File: config.mk
export PLATFORM = sky130hd
export DESIGN_NAME = alu_flagged
export DESIGN_NICKNAME = d
export VERILOG_FILES = /design/src/rtl/alu_flag_pkg.sv /design/src/rtl/alu_opnd_ext.sv /design/src/rtl/alu_arith_core.sv /design/src/rtl/alu_flag_reg.sv /design/src/rtl/alu_flagged.sv
export SDC_FILE = /design/constraint.sdc
export NUM_CORES = 1
export LEC_CHECK = 0
export CORE_MARGIN = 5
export CORE_UTILIZATION = 30
export CTS_CLUSTER_DIAMETER = 120
export DETAILED_ROUTE_END_ITERATION = 7
export GPL_ROUTABILITY_DRIVEN = 0
export MAX_ROUTING_LAYER = met4
export PLACE_DENSITY = 0.58
export REMOVE_ABC_BUFFERS = 1
export SYNTH_ARGS = -nofsm -noshare
export SYNTH_HDL_FRONTEND = slang
export SYNTH_HIERARCHICAL = 1
export SYNTH_SLANG_ARGS = --single-unit
File: constraint.sdc
create_clock -name clk -period 3.5 [get_ports clk]
set_clock_uncertainty 0.15 [all_clocks]
set_input_delay 0.35 -clock clk [delete_from_list [all_inputs] [get_ports clk]]
set_output_delay 0.35 -clock clk [all_outputs]
set_load 0.01 [all_outputs]
File: src/rtl/alu_flag_pkg.sv
package alu_flag_pkg;

  typedef enum logic [3:0] {
    OP_MOV  = 4'd0,
    OP_ADD  = 4'd1,
    OP_ADDI = 4'd2,
    OP_SUB  = 4'd3,
    OP_SUBI = 4'd4,
    OP_AND  = 4'd5,
    OP_OR   = 4'd6,
    OP_XOR  = 4'd7,
    OP_CMP  = 4'd8,
    OP_LDI  = 4'd9
  } alu_op_e;

  typedef enum logic [2:0] {
    RS_PASS = 3'd0,
    RS_ARTH = 3'd1,
    RS_AND  = 3'd2,
    RS_OR   = 3'd3,
    RS_XOR  = 3'd4,
    RS_IMMZ = 3'd5
  } res_sel_e;

  typedef struct packed {
    logic     writes;
    logic     upd_zn;
    logic     upd_cv;
    logic     clr_cv;
    logic     use_imm;
    logic     do_sub;
    logic     trap;
    res_sel_e sel;
  } alu_ctl_t;

  function automatic alu_ctl_t alu_decode(input logic [3:0] code);
    alu_ctl_t c;
    c = '{writes: 1'b0, upd_zn: 1'b0, upd_cv: 1'b0, clr_cv: 1'b0,
          use_imm: 1'b0, do_sub: 1'b0, trap: 1'b0, sel: RS_PASS};
    case (code)
      OP_MOV:  c.writes = 1'b1;
      OP_ADD:  begin c.writes = 1'b1; c.upd_zn = 1'b1; c.upd_cv = 1'b1; c.trap = 1'b1; c.sel = RS_ARTH; end
      OP_ADDI: begin c.writes = 1'b1; c.upd_zn = 1'b1; c.upd_cv = 1'b1; c.trap = 1'b1; c.use_imm = 1'b1; c.sel = RS_ARTH; end
      OP_SUB:  begin c.writes = 1'b1; c.upd_zn = 1'b1; c.upd_cv = 1'b1; c.trap = 1'b1; c.do_sub = 1'b1; c.sel = RS_ARTH; end
      OP_SUBI: begin c.writes = 1'b1; c.upd_zn = 1'b1; c.upd_cv = 1'b1; c.trap = 1'b1; c.do_sub = 1'b1; c.use_imm = 1'b1; c.sel = RS_ARTH; end
      OP_AND:  begin c.writes = 1'b1; c.upd_zn = 1'b1; c.clr_cv = 1'b1; c.sel = RS_AND; end
      OP_OR:   begin c.writes = 1'b1; c.upd_zn = 1'b1; c.clr_cv = 1'b1; c.sel = RS_OR; end
      OP_XOR:  begin c.writes = 1'b1; c.upd_zn = 1'b1; c.clr_cv = 1'b1; c.sel = RS_XOR; end
      OP_CMP:  begin c.upd_zn = 1'b1; c.upd_cv = 1'b1; c.do_sub = 1'b1; c.sel = RS_ARTH; end
      OP_LDI:  begin c.writes = 1'b1; c.sel = RS_IMMZ; end
      default: ;
    endcase
    return c;
  endfunction

endpackage

File: src/rtl/alu_opnd_ext.sv
module alu_opnd_ext #(
  parameter int DATA_W = 32,
  parameter int IMM_W  = 16
) (
  input  logic [DATA_W-1:0] opb_i,
  input  logic [IMM_W-1:0]  imm_i,
  input  logic              use_imm_i,
  output logic [DATA_W-1:0] b_eff_o,
  output logic [DATA_W-1:0] imm_zext_o
);
  localparam int EXT_W = DATA_W - IMM_W;

  logic [DATA_W-1:0] imm_sext;

  generate
    if (EXT_W > 0) begin : g_ext
      assign imm_sext   = {{EXT_W{imm_i[IMM_W-1]}}, imm_i};
      assign imm_zext_o = {{EXT_W{1'b0}}, imm_i};
    end else begin : g_trunc
      assign imm_sext   = imm_i[DATA_W-1:0];
      assign imm_zext_o = imm_i[DATA_W-1:0];
    end
  endgenerate

  assign b_eff_o = use_imm_i ? imm_sext : opb_i;

endmodule

File: src/rtl/alu_arith_core.sv
module alu_arith_core
  import alu_flag_pkg::*;
#(
  parameter int DATA_W = 32
) (
  input  logic [DATA_W-1:0] a_i,
  input  logic [DATA_W-1:0] b_i,
  input  logic [DATA_W-1:0] immz_i,
  input  logic              do_sub_i,
  input  res_sel_e          sel_i,
  output logic [DATA_W-1:0] res_o,
  output logic              carry_o,
  output logic              ovf_o
);
  localparam int MSB = DATA_W - 1;

  logic [DATA_W:0]   wide;
  logic [DATA_W-1:0] arith;

  always_comb begin
    if (do_sub_i) wide = {1'b0, a_i} - {1'b0, b_i};
    else          wide = {1'b0, a_i} + {1'b0, b_i};
  end

  assign arith   = wide[DATA_W-1:0];
  assign carry_o = wide[DATA_W];

  always_comb begin
    if (do_sub_i) ovf_o = (a_i[MSB] != b_i[MSB]) && (arith[MSB] != a_i[MSB]);
    else          ovf_o = (a_i[MSB] == b_i[MSB]) && (arith[MSB] != a_i[MSB]);
  end

  always_comb begin
    case (sel_i)
      RS_ARTH: res_o = arith;
      RS_AND:  res_o = a_i & b_i;
      RS_OR:   res_o = a_i | b_i;
      RS_XOR:  res_o = a_i ^ b_i;
      RS_IMMZ: res_o = immz_i;
      default: res_o = a_i;
    endcase
  end

endmodule

File: src/rtl/alu_flag_reg.sv
module alu_flag_reg #(
  parameter int DATA_W = 32
) (
  input  logic              clk,
  input  logic              rst_n,
  input  logic              zn_en_i,
  input  logic              cv_en_i,
  input  logic              cv_clr_i,
  input  logic [DATA_W-1:0] res_i,
  input  logic              carry_i,
  input  logic              ovf_i,
  input  logic              zclr_i,
  output logic [3:0]        flags_o
);
  logic [3:0] flags_q, flags_d;

  always_comb begin
    flags_d = flags_q;
    if (zn_en_i) begin
      flags_d[0] = (res_i == '0);
      flags_d[1] = res_i[DATA_W-1];
    end else if (zclr_i) begin
      flags_d[0] = 1'b0;
    end
    if (cv_en_i) begin
      flags_d[2] = carry_i;
      flags_d[3] = ovf_i;
    end else if (cv_clr_i) begin
      flags_d[3:2] = 2'b00;
    end
  end

  always_ff @(posedge clk or negedge rst_n) begin
    if (!rst_n) flags_q <= '0;
    else        flags_q <= flags_d;
  end

  assign flags_o = flags_q;

  AST_ZCLR_ONLY_Z: assert property (@(posedge clk) disable iff (!rst_n)
    (zclr_i && !zn_en_i && !cv_en_i && !cv_clr_i) |=> (!flags_q[0] && flags_q[3:1] == $past(flags_q[3:1])));

  AST_CV_CLEARED: assert property (@(posedge clk) disable iff (!rst_n)
    (cv_clr_i && !cv_en_i) |=> (flags_q[3:2] == 2'b00));

endmodule

File: src/rtl/alu_flagged.sv
module alu_flagged
  import alu_flag_pkg::*;
#(
  parameter int DATA_W = 32,
  parameter int IMM_W  = 16,
  parameter int OPC_W  = 4
) (
  input  logic              clk,
  input  logic              rst_n,
  input  logic              op_valid_i,
  input  logic [OPC_W-1:0]  op_code_i,
  input  logic [DATA_W-1:0] opa_i,
  input  logic [DATA_W-1:0] opb_i,
  input  logic [IMM_W-1:0]  imm_i,
  input  logic              zclr_i,
  output logic [DATA_W-1:0] result_o,
  output logic              wr_en_o,
  output logic [3:0]        flags_o,
  output logic              ovf_exc_o
);
  localparam int SYNC_N = 2;

  logic [SYNC_N-1:0] rst_sync_q;
  logic              rst_int_n;

  always_ff @(posedge clk or negedge rst_n) begin
    if (!rst_n) rst_sync_q <= '0;
    else        rst_sync_q <= {rst_sync_q[SYNC_N-2:0], 1'b1};
  end
  assign rst_int_n = rst_sync_q[SYNC_N-1];

  alu_ctl_t          ctl;
  logic [DATA_W-1:0] b_eff, immz, res;
  logic              carry, ovf;

  assign ctl = alu_decode(op_code_i);

  alu_opnd_ext #(.DATA_W(DATA_W), .IMM_W(IMM_W)) u_ext (
    .opb_i      (opb_i),
    .imm_i      (imm_i),
    .use_imm_i  (ctl.use_imm),
    .b_eff_o    (b_eff),
    .imm_zext_o (immz)
  );

  alu_arith_core #(.DATA_W(DATA_W)) u_core (
    .a_i      (opa_i),
    .b_i      (b_eff),
    .immz_i   (immz),
    .do_sub_i (ctl.do_sub),
    .sel_i    (ctl.sel),
    .res_o    (res),
    .carry_o  (carry),
    .ovf_o    (ovf)
  );

  alu_flag_reg #(.DATA_W(DATA_W)) u_flags (
    .clk      (clk),
    .rst_n    (rst_int_n),
    .zn_en_i  (op_valid_i && ctl.upd_zn),
    .cv_en_i  (op_valid_i && ctl.upd_cv),
    .cv_clr_i (op_valid_i && ctl.clr_cv),
    .res_i    (res),
    .carry_i  (carry),
    .ovf_i    (ovf),
    .zclr_i   (zclr_i),
    .flags_o  (flags_o)
  );

  logic [DATA_W-1:0] res_q, res_d;
  logic              we_q, we_d, exc_q, exc_d;

  always_comb begin
    we_d  = op_valid_i && ctl.writes;
    exc_d = op_valid_i && ctl.trap && ovf;
    res_d = we_d ? res : res_q;
  end

  always_ff @(posedge clk or negedge rst_int_n) begin
    if (!rst_int_n) begin
      res_q <= '0;
      we_q  <= 1'b0;
      exc_q <= 1'b0;
    end else begin
      res_q <= res_d;
      we_q  <= we_d;
      exc_q <= exc_d;
    end
  end

  assign result_o  = res_q;
  assign wr_en_o   = we_q;
  assign ovf_exc_o = exc_q;

  AST_IDLE_QUIET: assert property (@(posedge clk) disable iff (!rst_int_n)
    !op_valid_i |=> (!wr_en_o && !ovf_exc_o && $stable(result_o)));

  AST_CMP_NO_WRITE: assert property (@(posedge clk) disable iff (!rst_int_n)
    (op_valid_i && op_code_i == OP_CMP) |=> (!wr_en_o && !ovf_exc_o && $stable(result_o)));

  AST_MOV_KEEPS_FLAGS: assert property (@(posedge clk) disable iff (!rst_int_n)
    (op_valid_i && op_code_i == OP_MOV && !zclr_i) |=> $stable(flags_o));

  AST_EXC_IMPLIES_OVF: assert property (@(posedge clk) disable iff (!rst_int_n)
    ovf_exc_o |-> (wr_en_o && flags_o[3]));

  AST_UNUSED_INERT: assert property (@(posedge clk) disable iff (!rst_int_n)
    (op_valid_i && op_code_i > OP_LDI && !zclr_i) |=> (!wr_en_o && $stable(flags_o) && $stable(result_o)));

endmodule

==> results.env, run 1 <==
RUN_STATUS='finished, violations left'
VIOLATIONS_IN_THE_FINAL_REPORTS='setup timing'
SYNTH_AREA_LEADER_CELL='sky130_fd_sc_hd__ha_1'
VIASPERCELL=5.12
FP.DIEH_UM=171
FINALINSTANCEAREA_UM2=13200
DIE_W_UM=171
POWER_FRAC_SEQ=0.150
FP.COREAREA_UM2=25800
IO-PIN-COUNT=126
CRITICALPATHCATEGORY='in -> reg'
SYNTH.LIB_CELLS_USED.DISTINCT=75
NUMCTSBUFFERS=5
CTS_MAX_PATH_BUFS=2
TIMING.CRITICAL_PATH.BUF_INV=5
YS_FF_LATCH=40
TOTALWIRELENGTH_UM=31400
SYNTHCELLS=1006
START_UTIL=0.303
VIAS=9109
YS.WARNINGS.COUNT=6
CLOCK-SINKS=40
POSTLAYOUTCOREUTIL=0.510
P_SWITCHING_W=0.00187
CTS.CLK_SLEW.WORST_PATHS_PS=80
WORST_IR_DROP_VDD_V=0.000248
CTS_TREE='yes'
GRT_FIRST_PASS_WIRELENGTH_UM=47600
ROWS=59
PATH_DELAY_FAMILY='simple AND/OR/NAND/NOR gates'
CP-START-KIND='input port'
YOSYS.AREA.TOP_TYPE_SHARE=0.155
SWITCHING_SHARE=0.405
DETAIL_ROUTE.WL_PER_CELL_UM=17.7
POST_SYNTH.CELL_AREA_AVG_UM2=7.77
SETUP-VIOLATIONS-FINAL=36
CTSHOLDBUFFERS=0
DIE-AREA_UM2=29400
WORST_SLEW_MARGIN_REL=0.338
FMAX_GHz=0.174
COMBPWRFRAC=0.744
TIMING.FINAL.HOLD_VIOLATIONS=0
CP_SLOWEST_CELL='sky130_fd_sc_hd__or4_4'
FINAL_LAYOUT_SIZE_SUFFIX_GT1_FRAC=0.433
DP_HPWL_UM=25000
FINAL_PERIOD_MINUS_WORST_SETUP_SLACK_PS=5730
DP_WORST_SETUP_SLACK_PS=-3240
FINALNETCOUNT=1628
TIMING.CRITICAL_PATH.FANOUT_MAX=6
SYN_AREA_UM2=7820
BUFFER_PORTS.INSERTED=125
CELLINTERNALPOWER_W=0.00275
GRT_START_MAX_NET_PINS=39
TOTAL_LEAKAGE_POWER_nW=6.11
WORSTMARGINPINSLEW_PS=993
DETAIL_ROUTE.DRC_VIOLATIONS=0
POST_SYNTH_EDFFS=0
DRT_ITER0_MARKERS=559
REQUIRED_PS=3600
WORSTHOLDPATHTYPE='in -> async'
CLOCK_POWER_SHARE=0.106
DRT-PASS1-ITER-COUNT=5
SETUP_WS_PS=-2230
POWER.DENSITY_nW_PER_UM2=351
POST-PLACE-CELLS=1737
FINAL_MAX_SLEW_VIOL_COUNT=0
WORST_EP_ARRIVAL_TIME_PS=5830
SYNTHTOLAYOUTAREAGROWTH_PCT=68.5
RSZ_0062_RAISED_AFTER_GLOBAL_ROUTING='yes'
ANT_NETS=0
INSTANCE_AREA_AT_PLACEMENT_UM2=11700
AGGREGATE_GLOBAL_ROUTE_RESOURCE_USAGE=0.210
TIMING.CRITICAL_PATH.TO_TYPE='register'
GRT_ANTENNA_BEFORE_REPAIR=0
CTS_ROOT_BUF='sky130_fd_sc_hd__clkbuf_16'
FINAL_CELLS=1778
HTREE_LEVELS=2
TIMING.SETUP.TNS_PS=-47170
SYNTHTOPCELLSBYAREA='sky130_fd_sc_hd__ha_1, sky130_fd_sc_hd__dfrtp_1, sky130_fd_sc_hd__mux2_4'
DRV.MAX_CAP_VIOLATION_COUNT=0
ASYNCSETRESETFLOPFRACSYNTH=1.00
SYNTH-MAIN-FF-CELL='sky130_fd_sc_hd__dfrtp_1'
YOSYSSEQAREASHARE=0.128
GRT_PASS1_VIAS=9095
CLK-INSERTION-DELAY-LATE_PS=300
ANTENNA-DIODE-COUNT=0
TIMING.FINAL.CRIT_SHARE=1.64
GRT_OVERFLOW=0
CP_SLOWEST_STAGE_DELAY_PS=540
-- final timing paths --
kind / to / slack (ps) / startpoint / cells after the start
worst max-delay path: u_flags/flags_o[0]$_DFFE_PN0P_ / -2230 / op_code_i[2] / 26
worst min-delay path: rst_sync_q[0]$_DFF_PN0_ / 60 / rst_n / 1
worst min register to register: rst_sync_q[1]$_DFF_PN0_ / 210 / rst_sync_q[0]$_DFF_PN0_ / 0
min in group clk: rst_sync_q[1]$_DFF_PN0_ / 210 / rst_sync_q[0]$_DFF_PN0_ / 0
max in group asynchronous: result_o[30]$_DFFE_PN0P_ / 2290 / rst_sync_q[1]$_DFF_PN0_ / 0
worst max register to register: result_o[30]$_DFFE_PN0P_ / 2290 / rst_sync_q[1]$_DFF_PN0_ / 0
-- synthesized netlist by cell type, drive strengths merged, types with 3 or more instances --
| library cell | number |
|---|---|
| o22ai | 28 |
| buf | 56 |
| ha | 97 |
| a21boi | 4 |
| o211ai | 5 |
| clkbuf | 29 |
| nor3 | 16 |
| nor4 | 10 |
| inv | 82 |
| nand3 | 9 |
| mux2 | 66 |
| o221ai | 4 |
| nand4 | 10 |
| a221oi | 8 |
| nor2b | 5 |
| nand2b | 5 |
| o21ai | 64 |
| o31a | 3 |
| a31oi | 13 |
| a41oi | 4 |
| xnor2 | 46 |
| or4 | 6 |
| a21oi | 108 |
| o31ai | 7 |
| nand2 | 75 |
| and2 | 5 |
| a211oi | 7 |
| o21bai | 3 |
| or3 | 5 |
| mux2i | 10 |
| xor2 | 9 |
| a21o | 6 |
| o21a | 15 |
| and3 | 7 |
| nor2 | 98 |
| dfrtp | 40 |
| nand3b | 4 |
| nor3b | 3 |
-- cell usage in the layout (no fill, tap or decap), drive strengths merged, types with 28 or more instances in the layout --
master         synthesis  final
o21ai                 64     64
nor2                  98     98
a21oi                108    108
o22ai                 28     28
mux2                  66     66
xnor2                 46     46
clkdlybuf4s50          0    121
dfrtp                 40     40
inv                   82     82
buf                   56    376
nand2                 75     75
ha                    97     97
-- power by group through the flow --
| stage | Combinational (W) | Clock, W | Sequential [W] |
|---|---|---|---|
| after global placement | 0.00283 | 0 | 0.000698 |
| final | 0.00344 | 0.000492 | 0.000692 |
| after detailed placement | 0.00286 | 0 | 0.000701 |
| after global routing | 0.00366 | 0.000514 | 0.000712 |
| after CTS | 0.00319 | 0.000503 | 0.000696 |
| after floorplan | 0.00130 | 0 | 0.000750 |
-- flip-flops by register name, indices dropped and copies added, names as in the netlist --
register / count
result_o: 32
ovf_exc_o: 1
u_flags/flags_o: 4
rst_sync_q: 2
wr_en_o: 1
-- routing by layer --
| metal | track usage | share of wire | vias to the layer above |
|---|---|---|---|
| li1 | - | - | 4416 |
| met2 | 0.349 | 0.48 | 313 |
| met1 | 0.264 | 0.43 | 4312 |
| met4 | 0.0727 | 0.031 | 0 |
| met5 | - | 0 | - |
| met3 | 0.0244 | 0.058 | 68 |
-- repair_timing --
item,in CTS,in global routing
gates resized for setup,183,96
endpoints found under the setup margin,36,36
buffers inserted,29,13
cloned,0,0
pin swaps,97,70
-- cells by family after synthesis --
kind of cell | after synthesis | synth area share
AO/OA/AOI/OAI | 304 | 0.241
AND/OR/NAND/NOR | 263 | 0.160
buffers and inverters | 167 | 0.111
adder cells (fa/ha/maj) | 98 | 0.158
multiplexers | 76 | 0.136
XOR/XNOR | 56 | 0.0645
flip-flops | 40 | 0.128
other | 2 | 0.000960
-- through the flow --
step | total power [W] | hold slack [ps]
after floorplan | 0.00205 | -95.6
after global placement | 0.00353 | 187
after detailed placement | 0.00356 | 194
after CTS | 0.00438 | 55.7
after global routing | 0.00489 | 67.2
final | 0.00462 | 58.9
-- layout make-up --
cell class	count	area, µm²
fill	2376	12700
timing repair buffer	499	4330
clock inverter	3	18.8
sequential	40	1000
tap	335	419
clock buffer	5	125
multi-input combinational	814	6970
inverter	82	313
(Power assumes the default switching activity.)
==> run 2: changes to the inputs <==
--- a/config.mk
+++ b/config.mk
@@ -11,9 +11,8 @@
 export DETAILED_ROUTE_END_ITERATION = 7
 export GPL_ROUTABILITY_DRIVEN = 0
 export MAX_ROUTING_LAYER = met4
-export PLACE_DENSITY = 0.58
+export PLACE_DENSITY = 0.59
 export REMOVE_ABC_BUFFERS = 1
 export SYNTH_ARGS = -nofsm -noshare
 export SYNTH_HDL_FRONTEND = slang
-export SYNTH_HIERARCHICAL = 1
 export SYNTH_SLANG_ARGS = --single-unit
==> constraint.sdc (replaced) <==
create_clock -name clk -period 3.5 [get_ports clk]
set_clock_uncertainty 0.15 [all_clocks]
set_input_delay 0.35 -clock clk [delete_from_list [all_inputs] [get_ports clk]]
set_output_delay 0.35 -clock clk [all_outputs]
set_load 0.005 [all_outputs]
==> results.env, run 2 <==
COMBPWRFRAC=0.708
RUN_STATUS='finished, violations left'
TOTALWIRELENGTH_UM=29600
POST_SYNTH.CELL_AREA_AVG_UM2=7.38
DETAIL_ROUTE.WL_PER_CELL_UM=18.3
ROWS=54
ANTENNA-DIODE-COUNT=0
CTS_MAX_PATH_BUFS=2
AGGREGATE_GLOBAL_ROUTE_RESOURCE_USAGE=0.224
WORSTMARGINPINSLEW_PS=805
BUFFER_PORTS.INSERTED=125
YS_FF_LATCH=40
WORST_SLEW_MARGIN_REL=0.463
IO-PIN-COUNT=126
GRT_PASS1_VIAS=8670
SWITCHING_SHARE=0.397
WORST_EP_ARRIVAL_TIME_PS=5370
TOTAL_LEAKAGE_POWER_nW=5.64
FP.COREAREA_UM2=22000
SYNTH_AREA_LEADER_CELL='sky130_fd_sc_hd__ha_1'
FINAL_LAYOUT_SIZE_SUFFIX_GT1_FRAC=0.379
FINALNETCOUNT=1525
CLOCK_POWER_SHARE=0.137
FP.DIEH_UM=160
FINAL_CELLS=1621
GRT_OVERFLOW=0
START_UTIL=0.307
VIASPERCELL=5.33
TIMING.CRITICAL_PATH.TO_TYPE='register'
GRT_ANTENNA_BEFORE_REPAIR=0
TIMING.CRITICAL_PATH.FANOUT_MAX=8
YOSYSSEQAREASHARE=0.148
SYNTHTOPCELLSBYAREA='sky130_fd_sc_hd__ha_1, sky130_fd_sc_hd__dfrtp_1, sky130_fd_sc_hd__xnor2_1'
DRT-PASS1-ITER-COUNT=8
FINAL_COMMON_CELL='sky130_fd_sc_hd__buf_4'
TIMING.FINAL.HOLD_VIOLATIONS=0
CTS.CLK_SLEW.WORST_PATHS_PS=60
CTS_ROOT_BUF='sky130_fd_sc_hd__clkbuf_16'
CLK-INSERTION-DELAY-LATE_PS=290
P_SWITCHING_W=0.00159
SYNTHCELLS=915
FINAL_MAX_SLEW_VIOL_COUNT=0
WORST_IR_DROP_VDD_V=0.000198
CP-START-KIND='input port'
ASYNCSETRESETFLOPFRACSYNTH=1.00
DP_HPWL_UM=22600
FINAL_PERIOD_MINUS_WORST_SETUP_SLACK_PS=5300
R2R_SLACK_PS=2240
YOSYS.AREA.TOP_TYPE_SHARE=0.178
CRITICALPATHCATEGORY='in -> reg'
CP_SLOWEST_STAGE_DELAY_PS=490
SYNTH.MOST_COMMON_CELL='sky130_fd_sc_hd__nand2_1'
CRITPATHMOSTFREQUENTCELL='sky130_fd_sc_hd__nand4_1'
SYNTH-MAIN-FF-CELL='sky130_fd_sc_hd__dfrtp_1'
HTREE_LEVELS=2
LARGEST_REG_FLOPS=32
NUMCTSBUFFERS=5
MOSTFREQUENTLAYOUTCELLS='sky130_fd_sc_hd__buf_4, sky130_fd_sc_hd__clkdlybuf4s50_1, sky130_fd_sc_hd__nand2_1'
NETLIST_TOP_CELLS_COUNT='sky130_fd_sc_hd__nand2_1, sky130_fd_sc_hd__ha_1, sky130_fd_sc_hd__inv_1, sky130_fd_sc_hd__a21oi_1, sky130_fd_sc_hd__o21ai_0'
DIE-AREA_UM2=25600
CLOCK-SINKS=40
DIE_W_UM=160
WORSTHOLDPATHTYPE='in -> async'
CTS_TREE='yes'
REQUIRED_PS=3580
SYNTH.LIB_CELLS_USED.DISTINCT=71
GRT_FIRST_PASS_WIRELENGTH_UM=45600
DRV.MAX_CAP_VIOLATION_COUNT=0
POST-LAYOUT-TOTAL-POWER_W=0.00399
TIMING.FINAL.CRIT_SHARE=1.51
CTSHOLDBUFFERS=0
VIAS=8644
SETUP_WS_PS=-1800
RSZ_0062_RAISED_AFTER_GLOBAL_ROUTING='yes'
GRT_START_MAX_NET_PINS=70
N_FILL_CELL=1954
SETUP-VIOLATIONS-FINAL=33
CP_SLOWEST_CELL='sky130_fd_sc_hd__a222oi_1'
SYNTHTOLAYOUTAREAGROWTH_PCT=77.2
FMAX_GHz=0.189
POST_SYNTH_EDFFS=0
POWER_FRAC_SEQ=0.156
POWER.DENSITY_nW_PER_UM2=333
ANT_NETS=0
POST-PLACE-CELLS=1573
DRT_ITER0_MARKERS=656
WHS_PS=65.7
DETAIL_ROUTE.DRC_VIOLATIONS=0
CELLINTERNALPOWER_W=0.00240
VIOLATIONS_IN_THE_FINAL_REPORTS='setup timing'
SYN_AREA_UM2=6750
YS.WARNINGS.COUNT=0
run 2: cell count changes after synthesis, sizes merged, moves of 7 or more:
cell,change
a21oi,-30
a22oi,+22
buf,-33
mux2,-56
mux2i,+14
nand2,+25
nor2,-37
nor3,-7
o21a,-12
o21ai,+13
o22ai,-19
run 2: layout make-up:
class / instances / area (µm²) / share of cell area
Multi-Input combinational cell: 741 / 6070 / 0.507
Timing Repair Buffer: 468 / 4060 / 0.339
Sequential cell: 40 / 1000 / 0.0837
Tap cell: 280 / 350 / 0.0293
Inverter: 84 / 318 / 0.0266
Clock buffer: 5 / 125 / 0.0105
Clock inverter: 3 / 46.3 / 0.00387
run 2: repair_timing:
action	4_1_cts	5_1_grt
resized for setup	173	85
pin swaps	98	83
setup buffers	27	23
endpoints found under the setup margin	36	36
gates cloned	1	0
run 2: path summary, 6_finish.rpt:
kind                                          from  depth (start not counted)                             end
hold / removal                               rst_n                          1         rst_sync_q[1]$_DFF_PN0_
setup reg to reg           rst_sync_q[1]$_DFF_PN0_                          1         result_o[0]$_DFFE_PN0P_
hold reg to reg            rst_sync_q[1]$_DFF_PN0_                          0        result_o[29]$_DFFE_PN0P_
max in group asynchronous  rst_sync_q[1]$_DFF_PN0_                          1         result_o[0]$_DFFE_PN0P_
min in group clk           rst_sync_q[0]$_DFF_PN0_                          0         rst_sync_q[1]$_DFF_PN0_
setup / recovery                      op_code_i[1]                         26  u_flags.flags_o[0]$_DFFE_PN0P_
run 2: logic make-up (layout without fill, tap and decap cells):
family	after synthesis	count (layout)	synth area share
AO/OA/AOI/OAI	291	291	0.276
AND/OR/NAND/NOR	255	255	0.179
buffers and inverters	134	560	0.0784
adder cells (fa/ha/maj)	97	97	0.181
XOR/XNOR	63	63	0.0817
flip-flops	40	40	0.148
multiplexers	34	34	0.0552
other	1	1	0.000555
run 2: worst max-delay path: cells and delay by family:
family                     cells  cell delay (ps)
AOI/OAI and AO/OA              6             1360
and+or+nand+nor               11             2060
muxes                          1              190
adders and majority gates      1              340
xor gates and xnor gates       3              440
buffers and inverters          4              630
run 2: metal layers:
layer	vias to the layer above	global-route usage	part of all wire
met5	-	-	0
met3	89	0.0183	0.061
met2	318	0.367	0.46
li1	4141	-	-
met1	4096	0.291	0.43
met4	0	0.0806	0.047
run 2: metrics by stage:
step	utilization	TNS, ps	setup slack, ps	instance area, µm²
2_1_floorplan	-	-57320	-2560	6540
3_3_place_gp	0.477	-63270	-2670	10500
3_5_place_dp	0.477	-66400	-2790	10500
4_1_cts	0.522	-31950	-1650	11500
5_1_grt	0.545	-39540	-2050	12000
6_report	0.545	-33170	-1800	12000
run 2: power by group through the flow:
stage          logic (W)  registers [W]  clock network, W
6_report         0.00282       0.000622          0.000545
5_1_grt          0.00302       0.000634          0.000573
4_1_cts          0.00258       0.000623          0.000555
3_5_place_dp     0.00224       0.000632                 0
3_3_place_gp     0.00221       0.000628                 0
2_1_floorplan   0.000997       0.000630                 0
